### config.mk
export PLATFORM = sky130hd
export DESIGN_NAME = eeprom_page_writer
export DESIGN_NICKNAME = d
export VERILOG_FILES = /design/src/rtl/eeprom_pw_pkg.sv /design/src/rtl/pw_page_buffer.sv /design/src/rtl/pw_write_timer.sv /design/src/rtl/eeprom_page_writer.sv
export SDC_FILE = /design/constraint.sdc
export NUM_CORES = 1
export LEC_CHECK = 0
export ABC_AREA = 1
export CORE_MARGIN = 4
export CORE_UTILIZATION = 30
export DETAILED_ROUTE_END_ITERATION = 8
export MAX_ROUTING_LAYER = met4
export PLACE_DENSITY = 0.5
export SYNTH_ARGS = -nofsm -noshare
export SYNTH_HDL_FRONTEND = slang
export SYNTH_SLANG_ARGS = --single-unit
### constraint.sdc
create_clock -name clk -period 1.46 [get_ports clk]
set_input_delay 0.292 -clock clk [delete_from_list [all_inputs] [get_ports clk]]
set_output_delay 0.292 -clock clk [all_outputs]
set_load 0.02 [all_outputs]
### src/rtl/eeprom_pw_pkg.sv
// Package: shared widths and types for the page write sequencer.
// Assumes byte-wide array data.
package eeprom_pw_pkg;
    parameter int unsigned PW_DATA_W = 8;
    typedef logic [PW_DATA_W-1:0] pw_byte_t;
endpackage

### src/rtl/pw_page_buffer.sv
// Module: holding buffer for one page. It keeps the data slots, a fill
// mask and the wrapping slot pointer. Assumes ld and wr never coincide
// with a need to keep old mask bits: ld always empties the mask.
module pw_page_buffer
    import eeprom_pw_pkg::*;
#(
    parameter int unsigned PAGE_BITS = 5
) (
    input  logic                 clk,
    input  logic                 rst_n,
    input  logic                 ld,
    input  logic [PAGE_BITS-1:0] ld_ptr,
    input  logic                 clr,
    input  logic                 wr,
    input  pw_byte_t             wr_data,
    input  logic [PAGE_BITS-1:0] rd_idx,
    output pw_byte_t             rd_data,
    output logic                 rd_valid,
    output logic                 any_valid
);
    localparam int unsigned SLOTS = 1 << PAGE_BITS;

    pw_byte_t             store [SLOTS];
    logic [SLOTS-1:0]     filled;
    logic [PAGE_BITS-1:0] ptr;

    // Data slots: capture the incoming byte at the current pointer.
    always_ff @(posedge clk) begin
        if (wr) begin
            store[ptr] <= wr_data;
        end
    end

    // Fill mask: emptied on a new address or a clear, marked on each byte.
    always_ff @(posedge clk) begin
        if (!rst_n) begin
            filled <= '0;
        end else if (ld || clr) begin
            filled <= '0;
        end else if (wr) begin
            filled[ptr] <= 1'b1;
        end
    end

    // Slot pointer: loaded from the low address bits, wraps in the page.
    always_ff @(posedge clk) begin
        if (!rst_n) begin
            ptr <= '0;
        end else if (ld) begin
            ptr <= ld_ptr;
        end else if (wr) begin
            ptr <= ptr + 1'b1;
        end
    end

    // Read side used by the commit scan.
    always_comb begin
        rd_data   = store[rd_idx];
        rd_valid  = filled[rd_idx];
        any_valid = |filled;
    end
endmodule

### src/rtl/pw_write_timer.sv
// Module: write-window timer. A start pulse raises busy for exactly
// CYCLES clocks. elapsed counts busy cycles from 0, and done marks the
// last one. Assumes start is only given while not busy.
module pw_write_timer #(
    parameter int unsigned CYCLES = 48,
    localparam int unsigned CW = $clog2(CYCLES + 1)
) (
    input  logic          clk,
    input  logic          rst_n,
    input  logic          start,
    output logic          busy,
    output logic [CW-1:0] elapsed,
    output logic          done
);
    localparam logic [CW-1:0] LAST = CW'(CYCLES - 1);

    // Last cycle of the window.
    always_comb done = busy && (elapsed == LAST);

    // Busy flag and elapsed-cycle counter.
    always_ff @(posedge clk) begin
        if (!rst_n) begin
            busy    <= 1'b0;
            elapsed <= '0;
        end else if (start) begin
            busy    <= 1'b1;
            elapsed <= '0;
        end else if (done) begin
            busy    <= 1'b0;
            elapsed <= '0;
        end else if (busy) begin
            elapsed <= elapsed + 1'b1;
        end
    end
endmodule

### src/rtl/eeprom_page_writer.sv
// Module: page write sequencer top. It collects data bytes into a page
// buffer, starts a timed write window on stop, and scans the buffer onto
// the array port, one slot per busy cycle. Assumes the slave engine gives
// single-cycle strobes, and that WRITE_CYCLES covers a full page scan.
module eeprom_page_writer
    import eeprom_pw_pkg::*;
#(
    parameter int unsigned ADDR_W       = 13,
    parameter int unsigned PAGE_BITS    = 5,
    parameter int unsigned WRITE_CYCLES = 48
) (
    input  logic              clk,
    input  logic              rst_n,
    input  logic              addr_load,
    input  logic [ADDR_W-1:0] addr_in,
    input  logic              byte_valid,
    input  logic [7:0]        byte_data,
    input  logic              stop,
    input  logic              wp,
    output logic              busy,
    output logic              mem_we,
    output logic [ADDR_W-1:0] mem_addr,
    output logic [7:0]        mem_wdata
);
    localparam int unsigned SLOTS  = 1 << PAGE_BITS;
    localparam int unsigned PAGE_W = ADDR_W - PAGE_BITS;
    localparam int unsigned CW     = $clog2(WRITE_CYCLES + 1);

    generate
        if (WRITE_CYCLES < SLOTS) begin : g_bad_cfg
            $error("WRITE_CYCLES must cover one page scan");
        end
    endgenerate

    logic [PAGE_W-1:0] page_q;
    logic [CW-1:0]     elapsed;
    logic              done;
    logic              ld, wr, start, clr;
    logic              any_valid, rd_valid;
    pw_byte_t          rd_data;

    // Strobe qualification: inputs count only outside the write window.
    always_comb begin
        ld    = addr_load && !busy;
        wr    = byte_valid && !busy && !stop && !addr_load;
        start = stop && !busy && any_valid && !wp;
        clr   = (stop && !busy && !start) || done;
    end

    // Page number latched at the word-address phase.
    always_ff @(posedge clk) begin
        if (!rst_n) begin
            page_q <= '0;
        end else if (ld) begin
            page_q <= addr_in[ADDR_W-1:PAGE_BITS];
        end
    end

    pw_page_buffer #(.PAGE_BITS(PAGE_BITS)) u_buf (
        .clk       (clk),
        .rst_n     (rst_n),
        .ld        (ld),
        .ld_ptr    (addr_in[PAGE_BITS-1:0]),
        .clr       (clr),
        .wr        (wr),
        .wr_data   (byte_data),
        .rd_idx    (elapsed[PAGE_BITS-1:0]),
        .rd_data   (rd_data),
        .rd_valid  (rd_valid),
        .any_valid (any_valid)
    );

    pw_write_timer #(.CYCLES(WRITE_CYCLES)) u_tmr (
        .clk     (clk),
        .rst_n   (rst_n),
        .start   (start),
        .busy    (busy),
        .elapsed (elapsed),
        .done    (done)
    );

    // Commit scan: slot index follows the elapsed busy cycles.
    always_comb begin
        mem_addr  = {page_q, elapsed[PAGE_BITS-1:0]};
        mem_wdata = rd_data;
        mem_we    = busy && (int'(elapsed) < SLOTS) && rd_valid && !wp;
    end
endmodule

==> summary.txt <==
Cells and area
  – Area delta synth->final: 44.4%
  – FILL cells: 4,038
  – Share of cells above drive strength 1: 34.3%
  – Antenna cells: 0
  – Core Util, Final: 43.8%
  – Final nets: between 1,500 and 2,000

STA
  – RSZ-0062 raised after global routing: true
  – Pins Over Slew Limit: 0
  – Final min period: approximately 2.3 ns
  – Final Cycle Share: 161%
  – Final setup violating endpoints: 287
  – Final WS setup: -0.884 ns
  – Peak Freq: 0.427 GHz
  – Hold Vio Cnt, Final: 0
  – Slew headroom: 80.4%
  – Worst slew pin tran: 0.293 ns
  – Layout Skew: 0.0242 ns

Clock network
  – Clk slew on worst S/H paths: 0.06 ns
  – Root buffer cell: clkbuf_16
  – TritonCTS clock tree: built
  – Clk_lat worst skew: 0.53 ns
  – Cts hold-fix bufs: 0
  – Clk sinks: between 300 and 400
  – Max clock buf depth: 3
  – Num CTS Buffers: 35
  – H-tree depth: 2

Critical path
  – Crit Path Max Fanout: 4
  – Data arrival, critical path: 2.05 ns
  – Startpoint Class: flip-flop
  – FF-to-FF path depth: 8
  – Crit end category: primary output
  – Critical path class: reg -> out
  – Crit path required time: 1.17 ns

Synth
  – Dominant cells by area after synthesis: edfxtp_1 59%, nand2_1 12%, dfxtp_1 8.7%, nand3_1 8.1%, nor2_1 4.6%
  – Synth area leader: edfxtp_1
  – Synthesized net count: 1,307
  – Asr flop ratio synth: 0%
  – Post-synth EDFFs: 256
  – Cell count after synthesis: 1,275
  – Seq cells post-synth: approximately 310
  – Post-synthesis sequential area ratio: between 60% and 70%
  – Ys flop type: edfxtp_1
  – Syn avg cell area: 10.3 um2
  – Post-synth top area share: around 60%
  – Synth unique cells: 31
  – Commonest cells post-synth: 419 x nand2_1, 256 x edfxtp_1, 212 x nand3_1, 159 x nor2_1, 57 x dfxtp_1
  – Netlist Area Pre-Place: 13,100 um2
  – Yosys warns: 0
  – Most frequent cell after synthesis: nand2_1

Pwr
  – Comb pwr share: under 10%
  – Internal power: 0.0157 W
  – Peak VDD IR: between 600 and 700 uV
  – Switching portion of total power: 20.9%
  – Clock share of power: approximately 47%
  – PwrDens: between 1000 and 1500 nW/um2
  – Leak pwr: roughly 7 nW
  – Register share of total power: 48.9%
  – Pwr Total: 0.0198 W
  – Psw: 0.00415 W

Routing
  – Wire per inst: 17.8 um
  – Vias/cell: 4.68
  – Metal3 WL: roughly 1.8 mm
  – Drt pass-1 iters: 5
  – Via count: 9,928
  – Met2 routed WL: 17.4 mm
  – Initial DRC count: 759
  – Met1 Wirelength: approximately 18 mm
  – Max Used Layer: met4
  – DRC Markers: 0
  – Final ANT Viol Nets: 0
  – Post-Route WL: 37.7 mm

Run status
  – Failing checks: negative setup slack
  – Status: complete, but fails checks

Global routing
  – Initial antenna violation count: 0
  – Largest net degree at the start of global routing: 33
  – Vias in the first global route: 9,625
  – GRT Util Overall: 16.1%
  – GRT overflow: 0
  – First-pass GRT wire length: 56.8 mm

Min path
  – Hold Path Cell Cnt: 3
  – Worst Hold Class: in -> reg

Placement
  – Port Buffers: 49
  – HPWL after detailed placement: 23.8 mm
  – Placer Congestion: 0.821

Floorplanning
  – Die Y: 217 um
  – Die area: approximately 47,000 um2
  – Initial Util: 30.3%
  – Core area: 43,100 um2
  – IO Pins: 50
  – Die X: 217 um
  – Row count: 76

Run
  – Max_cap viols: 0
## placed cells by master (no fill, tap or decap), drive strengths merged, types with 2 or more instances in the layout
| cell type | netlist | routed |
|---|---|---|
| bufinv | 0 | 7 |
| nand3 | 213 | 213 |
| nor2 | 172 | 172 |
| a21oi | 5 | 5 |
| inv | 39 | 43 |
| o21ai | 17 | 17 |
| nand2 | 423 | 423 |
| clkdlybuf4s15 | 0 | 8 |
| edfxtp | 256 | 256 |
| clkinv | 0 | 13 |
| dfxtp | 57 | 57 |
| clkdlybuf4s50 | 0 | 26 |
| ha | 5 | 5 |
| clkbuf | 13 | 39 |
| clkinvlp | 0 | 2 |
| xor2 | 6 | 6 |
| nor3 | 6 | 6 |
| buf | 57 | 234 |
## cell type report
| cell class | count | area (um2) | area share, % |
|---|---|---|---|
| clock buffer | 36 | 880 | 4.66 |
| clock inverter | 26 | 324 | 1.72 |
| inverter | 39 | 184 | 0.974 |
| multi-input combinational | 853 | 4540 | 24.0 |
| sequential | 313 | 8870 | 47.0 |
| tap | 585 | 732 | 3.88 |
| timing repair buffer | 271 | 3350 | 17.7 |
## sequential cells by signal, indices dropped and copies added (netlist names), named ones only
name,cells
u_buf.filled,32
page_q,8
u_tmr.busy,1
u_buf.ptr,5
u_tmr.elapsed,6
u_buf.store,256
## kinds of logic after synthesis
family          Yosys count  share of synthesized area, %
flops                   313                          67.5
xor+xnor                  6                         0.402
buf+inv                 109                          4.34
simple gates            814                          26.0
fa+ha+maj                 5                         0.479
compound gates           28                          1.21
## layer usage
| layer | up-vias | GRT usage (%) |
|---|---|---|
| li1 | 4796 | - |
| met1 | 4852 | 22.4 |
| met2 | 225 | 25.0 |
| met3 | 55 | 2.37 |
| met4 | 0 | 3.90 |
| met5 | - | - |
## worst max-delay path, cell delays in order (launching register included)
cell and delay (ns):
dfxtp_4 0.41, buf_6 0.14, buf_12 0.13, clkbuf_16 0.15
nand2_1 0.04, nand3_1 0.08, nand3_2 0.08, nand2_1 0.07
nand2_1 0.06, nand2_2 0.07, nand2_1 0.07, nand2_2 0.10
buf_6 0.12
## path summary, 6_finish.rpt
kind,start,end,slack (ns)
max,flip-flop,mem_wdata[2],-0.88
min,addr_in[2],u_buf.ptr[2],0.34
max reg2reg,u_tmr.busy,u_buf.store[3][7],-0.20
min reg2reg,page_q[3],page_q[3],0.49
## what timing repair did
item,4_1_cts,5_1_grt
hold endpoints to repair,0,0
gates resized for setup,260,113
cloned,11,3
pin swaps,53,52
setup endpoints to repair,322,323
buffers inserted,19,7
## metrics by stage
stage	cell area (um2)	TNS [ns]	setup slack [ns]	instances	hold WS, ns
after floorplan	13400	-7.20	-0.0733	1275	0.391
after global placement	16300	-128.65	-0.878	2026	0.461
after detailed placement	16300	-129.99	-0.886	2026	0.477
after CTS	18400	-49.94	-0.893	2118	0.320
after global routing	18900	-66.56	-0.974	2123	0.336
final	18900	-45.72	-0.884	2123	0.340
## power by group through the flow
stage / clock network (W) / registers (W) / logic [W]
5_1_grt: 0.00988 / 0.00970 / 0.000913
6_report: 0.00930 / 0.00970 / 0.000848
3_3_place_gp: 0 / 0.00990 / 0.000745
3_5_place_dp: 0 / 0.00990 / 0.000748
2_1_floorplan: 0 / 0.00992 / 0.000269
4_1_cts: 0.00951 / 0.00970 / 0.000821
No activity file was read; power rests on OpenSTA's default activity.
